**src/rtl/actlog_pkg.sv**
```systemverilog
`timescale 1ns/1ps
package actlog_pkg;
  typedef enum logic {
    OVF_DROP  = 1'b0,
    OVF_STALL = 1'b1
  } ovf_mode_e;

  localparam int unsigned DEF_REC_W     = 16;
  localparam int unsigned DEF_LINE_RECS = 4;
  localparam int unsigned DEF_FIFO_D    = 4;
  localparam int unsigned DEF_ADDR_W    = 16;
  localparam int unsigned DEF_CNT_W     = 8;
endpackage

```
**src/rtl/alb_packer.sv**
```systemverilog
`timescale 1ns/1ps
module alb_packer
  import actlog_pkg::*;
#(
  parameter int unsigned REC_W     = DEF_REC_W,
  parameter int unsigned LINE_RECS = DEF_LINE_RECS,
  parameter int unsigned CNT_W     = DEF_CNT_W,
  localparam int unsigned LINE_W   = REC_W * LINE_RECS,
  localparam int unsigned FILL_W   = $clog2(LINE_RECS + 1)
) (
  input  logic              clk,
  input  logic              rst_n,
  input  logic              stall_mode,
  input  logic              rec_valid,
  output logic              rec_ready,
  input  logic [REC_W-1:0]  rec_data,
  input  logic              flush,
  input  logic              fifo_full,
  output logic              push,
  output logic [LINE_W-1:0] push_line,
  output logic [FILL_W-1:0] push_cnt,
  output logic [CNT_W-1:0]  drop_count
);
  ovf_mode_e          mode;
  logic [REC_W-1:0]   slot_q [LINE_RECS];
  logic [FILL_W-1:0]  fill_q;
  logic               pend_q;
  logic               last_slot;
  logic               acc;
  logic               emit;
  logic               drop;
  logic               hold_full;

  assign mode      = ovf_mode_e'(stall_mode);
  assign last_slot = (fill_q == FILL_W'(LINE_RECS - 1));
  assign hold_full = (mode == OVF_STALL) && fifo_full;
  assign rec_ready = !pend_q && !flush && !(hold_full && last_slot);
  assign acc       = rec_valid && rec_ready;
  assign emit      = (acc && last_slot) || (pend_q && !hold_full);
  assign push      = emit && !fifo_full;
  assign drop      = emit && fifo_full;
  assign push_cnt  = acc ? FILL_W'(fill_q + 1'b1) : fill_q;

  // The line leaving this cycle already contains a record accepted this cycle.
  for (genvar gi = 0; gi < LINE_RECS; gi++) begin : g_slot
    assign push_line[gi*REC_W +: REC_W] =
      (acc && fill_q == FILL_W'(gi)) ? rec_data : slot_q[gi];

    always_ff @(posedge clk or negedge rst_n) begin
      if (!rst_n) begin
        slot_q[gi] <= '0;
      end else if (emit) begin
        slot_q[gi] <= '0;
      end else if (acc && fill_q == FILL_W'(gi)) begin
        slot_q[gi] <= rec_data;
      end
    end
  end

  always_ff @(posedge clk or negedge rst_n) begin
    if (!rst_n) begin
      fill_q <= '0;
      pend_q <= 1'b0;
    end else if (emit) begin
      fill_q <= '0;
      pend_q <= 1'b0;
    end else begin
      if (acc) begin
        fill_q <= FILL_W'(fill_q + 1'b1);
      end
      if (flush && fill_q != '0) begin
        pend_q <= 1'b1;
      end
    end
  end

  always_ff @(posedge clk or negedge rst_n) begin
    if (!rst_n) begin
      drop_count <= '0;
    end else if (drop && drop_count != '1) begin
      drop_count <= drop_count + 1'b1;
    end
  end

  p_fill_range_r1: assert property (@(posedge clk) disable iff (!rst_n)
    fill_q < FILL_W'(LINE_RECS));

  p_no_drop_stall_r6: assert property (@(posedge clk) disable iff (!rst_n)
    (stall_mode && emit) |-> !fifo_full);

  p_drop_count_r7: assert property (@(posedge clk) disable iff (!rst_n)
    (drop && drop_count != '1) |=> (drop_count == $past(drop_count) + 1'b1));

  p_flush_blocks_r8: assert property (@(posedge clk) disable iff (!rst_n)
    (flush && fill_q != '0 && !emit) |=> !rec_ready);
endmodule

```
**src/rtl/alb_fifo.sv**
```systemverilog
`timescale 1ns/1ps
module alb_fifo #(
  parameter int unsigned WIDTH = 67,
  parameter int unsigned DEPTH = 4,
  localparam int unsigned PTR_W = (DEPTH > 1) ? $clog2(DEPTH) : 1,
  localparam int unsigned OCC_W = $clog2(DEPTH + 1)
) (
  input  logic             clk,
  input  logic             rst_n,
  input  logic             push,
  input  logic [WIDTH-1:0] push_data,
  input  logic             pop,
  output logic [WIDTH-1:0] head,
  output logic             full,
  output logic             empty
);
  logic [WIDTH-1:0] mem [DEPTH];
  logic [PTR_W-1:0] wr_ptr;
  logic [PTR_W-1:0] rd_ptr;
  logic [OCC_W-1:0] occ;

  assign full  = (occ == OCC_W'(DEPTH));
  assign empty = (occ == '0);
  assign head  = mem[rd_ptr];

  function automatic logic [PTR_W-1:0] step(input logic [PTR_W-1:0] p);
    return (p == PTR_W'(DEPTH - 1)) ? '0 : PTR_W'(p + 1'b1);
  endfunction

  always_ff @(posedge clk) begin
    if (push) begin
      mem[wr_ptr] <= push_data;
    end
  end

  always_ff @(posedge clk or negedge rst_n) begin
    if (!rst_n) begin
      wr_ptr <= '0;
      rd_ptr <= '0;
      occ    <= '0;
    end else begin
      if (push) wr_ptr <= step(wr_ptr);
      if (pop)  rd_ptr <= step(rd_ptr);
      case ({push, pop})
        2'b10:   occ <= occ + 1'b1;
        2'b01:   occ <= occ - 1'b1;
        default: occ <= occ;
      endcase
    end
  end

  p_no_overflow_r6: assert property (@(posedge clk) disable iff (!rst_n)
    push |-> !full);

  p_no_underflow_r2: assert property (@(posedge clk) disable iff (!rst_n)
    pop |-> !empty);
endmodule

```
**src/rtl/alb_drain.sv**
```systemverilog
`timescale 1ns/1ps
module alb_drain #(
  parameter int unsigned ADDR_W = 16
) (
  input  logic              clk,
  input  logic              rst_n,
  input  logic              fifo_empty,
  input  logic              cache_busy,
  input  logic              cfg_load,
  input  logic [ADDR_W-1:0] cfg_base,
  input  logic [ADDR_W-1:0] cfg_limit,
  output logic              need_space,
  output logic              wr_valid,
  input  logic              wr_ready,
  output logic [ADDR_W-1:0] wr_addr,
  output logic              pop
);
  logic [ADDR_W-1:0] ptr_q;
  logic [ADDR_W-1:0] lim_q;

  assign need_space = (ptr_q >= lim_q);
  assign wr_valid   = !fifo_empty && !cache_busy && !need_space && !cfg_load;
  assign wr_addr    = ptr_q;
  assign pop        = wr_valid && wr_ready;

  always_ff @(posedge clk or negedge rst_n) begin
    if (!rst_n) begin
      ptr_q <= '0;
      lim_q <= '0;
    end else if (cfg_load) begin
      ptr_q <= cfg_base;
      lim_q <= cfg_limit;
    end else if (pop) begin
      ptr_q <= ptr_q + ADDR_W'(1);
    end
  end

  p_idle_only_r3: assert property (@(posedge clk) disable iff (!rst_n)
    cache_busy |-> !wr_valid);

  p_addr_step_r4: assert property (@(posedge clk) disable iff (!rst_n)
    (wr_valid && wr_ready) |=> (wr_addr == $past(wr_addr) + ADDR_W'(1)));

  p_cfg_base_r4: assert property (@(posedge clk) disable iff (!rst_n)
    cfg_load |=> (wr_addr == $past(cfg_base)));

  p_limit_stop_r5: assert property (@(posedge clk) disable iff (!rst_n)
    need_space |-> !pop);
endmodule

```
**src/rtl/actlog_buffer.sv**
```systemverilog
`timescale 1ns/1ps
module actlog_buffer
  import actlog_pkg::*;
#(
  parameter int unsigned REC_W     = DEF_REC_W,
  parameter int unsigned LINE_RECS = DEF_LINE_RECS,
  parameter int unsigned FIFO_D    = DEF_FIFO_D,
  parameter int unsigned ADDR_W    = DEF_ADDR_W,
  parameter int unsigned CNT_W     = DEF_CNT_W,
  localparam int unsigned LINE_W   = REC_W * LINE_RECS,
  localparam int unsigned FILL_W   = $clog2(LINE_RECS + 1),
  localparam int unsigned ENT_W    = LINE_W + FILL_W
) (
  input  logic              clk,
  input  logic              rst_n,
  input  logic              stall_mode,
  input  logic              rec_valid,
  output logic              rec_ready,
  input  logic [REC_W-1:0]  rec_data,
  input  logic              flush,
  input  logic              cfg_load,
  input  logic [ADDR_W-1:0] cfg_base,
  input  logic [ADDR_W-1:0] cfg_limit,
  output logic              need_space,
  input  logic              cache_busy,
  output logic              wr_valid,
  input  logic              wr_ready,
  output logic [ADDR_W-1:0] wr_addr,
  output logic [LINE_W-1:0] wr_data,
  output logic [FILL_W-1:0] wr_count,
  output logic [CNT_W-1:0]  drop_count
);
  logic              push;
  logic [LINE_W-1:0] push_line;
  logic [FILL_W-1:0] push_cnt;
  logic              fifo_full;
  logic              fifo_empty;
  logic              pop;
  logic [ENT_W-1:0]  head;

  alb_packer #(
    .REC_W(REC_W), .LINE_RECS(LINE_RECS), .CNT_W(CNT_W)
  ) u_packer (
    .clk(clk), .rst_n(rst_n), .stall_mode(stall_mode),
    .rec_valid(rec_valid), .rec_ready(rec_ready), .rec_data(rec_data),
    .flush(flush), .fifo_full(fifo_full), .push(push),
    .push_line(push_line), .push_cnt(push_cnt), .drop_count(drop_count)
  );

  alb_fifo #(
    .WIDTH(ENT_W), .DEPTH(FIFO_D)
  ) u_fifo (
    .clk(clk), .rst_n(rst_n), .push(push),
    .push_data({push_cnt, push_line}), .pop(pop),
    .head(head), .full(fifo_full), .empty(fifo_empty)
  );

  alb_drain #(
    .ADDR_W(ADDR_W)
  ) u_drain (
    .clk(clk), .rst_n(rst_n), .fifo_empty(fifo_empty),
    .cache_busy(cache_busy), .cfg_load(cfg_load), .cfg_base(cfg_base),
    .cfg_limit(cfg_limit), .need_space(need_space), .wr_valid(wr_valid),
    .wr_ready(wr_ready), .wr_addr(wr_addr), .pop(pop)
  );

  assign wr_data  = head[LINE_W-1:0];
  assign wr_count = head[ENT_W-1:LINE_W];
endmodule

```
**config.mk**
```make
export PLATFORM = sky130hd
export DESIGN_NAME = actlog_buffer
export DESIGN_NICKNAME = d
export VERILOG_FILES = /design/src/rtl/actlog_pkg.sv /design/src/rtl/alb_packer.sv /design/src/rtl/alb_fifo.sv /design/src/rtl/alb_drain.sv /design/src/rtl/actlog_buffer.sv
export SDC_FILE = /design/constraint.sdc
export NUM_CORES = 1
export LEC_CHECK = 0
export BUFFER_PORTS_ARGS = -buffer_cell sky130_fd_sc_hd__buf_2
export CORE_UTILIZATION = 57
export CTS_BUF_LIST = sky130_fd_sc_hd__clkbuf_16
export CTS_CLUSTER_SIZE = 14
export DETAILED_ROUTE_END_ITERATION = 12
export GPL_ROUTABILITY_DRIVEN = 0
export PLACE_DENSITY = 0.76
export SYNTH_ARGS = -nofsm -noshare
export SYNTH_HDL_FRONTEND = slang
export SYNTH_SLANG_ARGS = --single-unit
```
**constraint.sdc**
```tcl
create_clock -name clk -period 4.44 [get_ports clk]
set_clock_uncertainty 0.15 [all_clocks]
set_input_delay 0.444 -clock clk [delete_from_list [all_inputs] [get_ports clk]]
set_output_delay 0.444 -clock clk [all_outputs]
set_load 0.1 [all_outputs]
```
==> run metrics <==
DR iter-0 viols=753; setup ws final=0.537 ns; worst setup path class=reg2out; global route total overflow=0; top cell type by total area after synthesis=edfxtp_1; DP Worst Slack=0.689 ns; synth unique cells=50; syn_area_per_cell=~17 µm²; via count=8448; Fmax achieved=approximately 260 MHz; Setup crit start kind=flop; clk_lat worst skew=around 0.52 ns; drt via density=5.84; Antenna diodes=0; Reg2Reg Setup Slack=around 0.64 ns; Tmin final=between 3 and 4 ns; CTS buffer count=39; hold path startpoint=cfg_limit[5]; setup tns final=0 ns; number of buffers added on ports=149; WP data arrival=3.31 ns; IO Pins=150; share of layout cells above drive strength 1=0.289; Yosys top cell area share=0.518; Syn Std Cell Area=about 16000 µm²; drt wl/cell=~22 µm; final instance area=18100 µm²; unrepaired setup endpoints after global routing=false; clock root buffer=clkbuf_16; CP max stage delay=0.60 ns; fillers=1794; Async SR Flop Fraction=0.300; YS warnings=0; Critical Path RT=just under 4 ns; Hold Crit Class=in2reg; Max Slew Vio Count=0; Crit path buffers/inverters=2; number of synthesized flops with an enable pin=268; placed cell area=16700 µm²; global-route wire length before repair=49500 µm; DRT Pass-1 Iters=6; Post-synth top flop=edfxtp_1; num rows=60; WL final=31200 µm; CTS clk-pin slew, worst paths=0.06 ns; Num Clock Sinks=about 380; Clock Path Buffers=3; commonest cells in the netlist=edfxtp_1, dfrtp_1, mux4_2, nor2b_1, mux2_1; initial core utilization=0.579; top-count cell post-synth=edfxtp_1; Worst R2R Path Depth=13; Seq/Total Area, Yosys=0.704; Critical Path End Type=output port; top cells by area, synth=edfxtp_1, dfrtp_1, mux4_2; Fin. Hold Viols=0; measured slew at the worst slew-check pin=1.18 ns; Mapped Nets=~980; die footprint=between 20000 and 30000 µm²; # DRC=0; antenna-violating nets left=0; Slew headroom=0.205; GR Util All Layers=0.233; #FFs+latches synth=383; Largest delay share family, worst path=simple AND/OR/NAND/NOR gates; die span in y=167 µm; crit path max-delay cell type=or4_4; RR Endpoint=u_fifo.occ[2]; post-detail-place hpwl=18600 µm; Area Growth Syn to Fin=16.7%; Hold Crit Endpoint=u_drain.lim_q[5]; core area=26800 µm²; status=completed; Finish-stage setup viols=0; Max-Cap Viols=0; die extent in x=167 µm; cells after synthesis=895; final net count=1161; largest net degree at the start of global routing=68; critical-path cell list=ha_1 -> a211oi_2 -> nor2_1 -> or4_4 -> a21oi_2 -> inv_2 -> nor4_4 -> buf_2; critical-path maximum fanout=13; vias in the first global route=8770; CTS tree=done; hold-critical path depth=3; fin crit share=0.879; initial antenna violation count=0; H-tree Lvls=2; Reg-to-Reg Start=u_drain.wr_addr[13]; post-CTS sizing=0
[area by class of cell]
| class | instances | area [µm²] | share of cell area |
|---|---|---|---|
| Multi-Input combinational cell | 437 | 4330 | 0.239 |
| Tap cell | 341 | 427 | 0.0235 |
| Timing Repair Buffer | 181 | 1080 | 0.0594 |
| Clock buffer | 39 | 976 | 0.0539 |
| Clock inverter | 32 | 262 | 0.0144 |
| Sequential cell | 383 | 10900 | 0.603 |
| Inverter | 33 | 124 | 0.00684 |
[worst register-to-register path: cells and delay by family, from the launching register on]
kind | cells | cell delay [ns]
AO/OA/AOI/OAI | 2 | 0.49
flip-flops | 1 | 0.46
AND/OR/NAND/NOR | 4 | 1.13
buffers and inverters | 2 | 0.20
adder cells (fa/ha/maj) | 3 | 1.00
XOR/XNOR | 2 | 0.30
[sequential cells by signal (all words and copies together) (netlist names)]
| signal | cells |
|---|---|
| u_fifo.occ | 3 |
| u_packer.drop_count | 8 |
| u_fifo.rd_ptr | 2 |
| u_packer.fill_q | 3 |
| u_packer.pend_q | 1 |
| u_fifo.mem | 268 |
| u_packer.slot_q | 64 |
| u_drain.lim_q | 16 |
| u_drain.wr_addr | 16 |
| u_fifo.wr_ptr | 2 |
[logic make-up after synthesis]
logic type | Yosys count | synth area share
adder cells (fa/ha/maj) | 30 | 0.0247
AND/OR/NAND/NOR | 184 | 0.0666
AO/OA/AOI/OAI | 67 | 0.0272
flip-flops | 383 | 0.704
XOR/XNOR | 20 | 0.0113
buffers and inverters | 75 | 0.0196
multiplexers | 136 | 0.147
[per-stage QoR]
stage	cells	utilization	hold WS, ns
after detailed placement	1360	0.624	0.331
final	1446	0.676	0.0134
after global placement	1360	0.624	0.327
after CTS	1446	0.676	0.00152
after floorplan	895	-	-0.00159
after global routing	1446	0.676	0.0174
[cells in the final DEF (no fill, tap or decap), types with 5 or more instances in the layout]
master,count
and2_1,5
mux2_1,50
buf_2,148
buf_4,14
dfrtp_1,113
clkbuf_16,39
o21ai_0,21
nand3_1,8
inv_1,44
a21oi_1,5
nand4_1,13
nor2b_1,67
xor2_1,5
and3_1,7
a311oi_1,8
mux2_2,19
nor3_1,7
a31oi_1,7
mux4_2,67
edfxtp_1,268
clkinv_2,6
ha_1,29
nor2_1,16
o21ai_1,13
clkinv_1,7
dlygate4sd3_1,15
xnor2_1,15
nand2_1,38
[worst max-delay path by stage]
stage	depth (start not counted)	slack [ns]	end	start
after global placement	13	0.81	u_fifo.occ[2]	u_drain.wr_addr[13]
after floorplan	7	0.12	wr_valid	u_drain.wr_addr[13]
after detailed placement	13	0.69	u_fifo.occ[2]	u_drain.wr_addr[13]
after global routing	8	0.43	wr_valid	u_drain.wr_addr[13]
after CTS	8	0.59	wr_valid	u_drain.wr_addr[13]
final	8	0.54	wr_valid	u_drain.wr_addr[13]
[metal layers]
layer  GRT usage  wire (µm)
met3      0.0482       1920
met4      0.0515        430
met1       0.325      13500
met2       0.383      15400
met5           0          0
[timing repair]
| item | 4_1_cts | 5_1_grt |
|---|---|---|
| endpoints found under the hold margin | 79 | 0 |
| setup buffers | 0 | 0 |
| setup endpoints to repair | 0 | 0 |
| hold buffers | 15 | 0 |
Power is left out: the tool's default activity adds up to more than one toggle a clock period on the data nets, which glitch-free logic cannot reach.
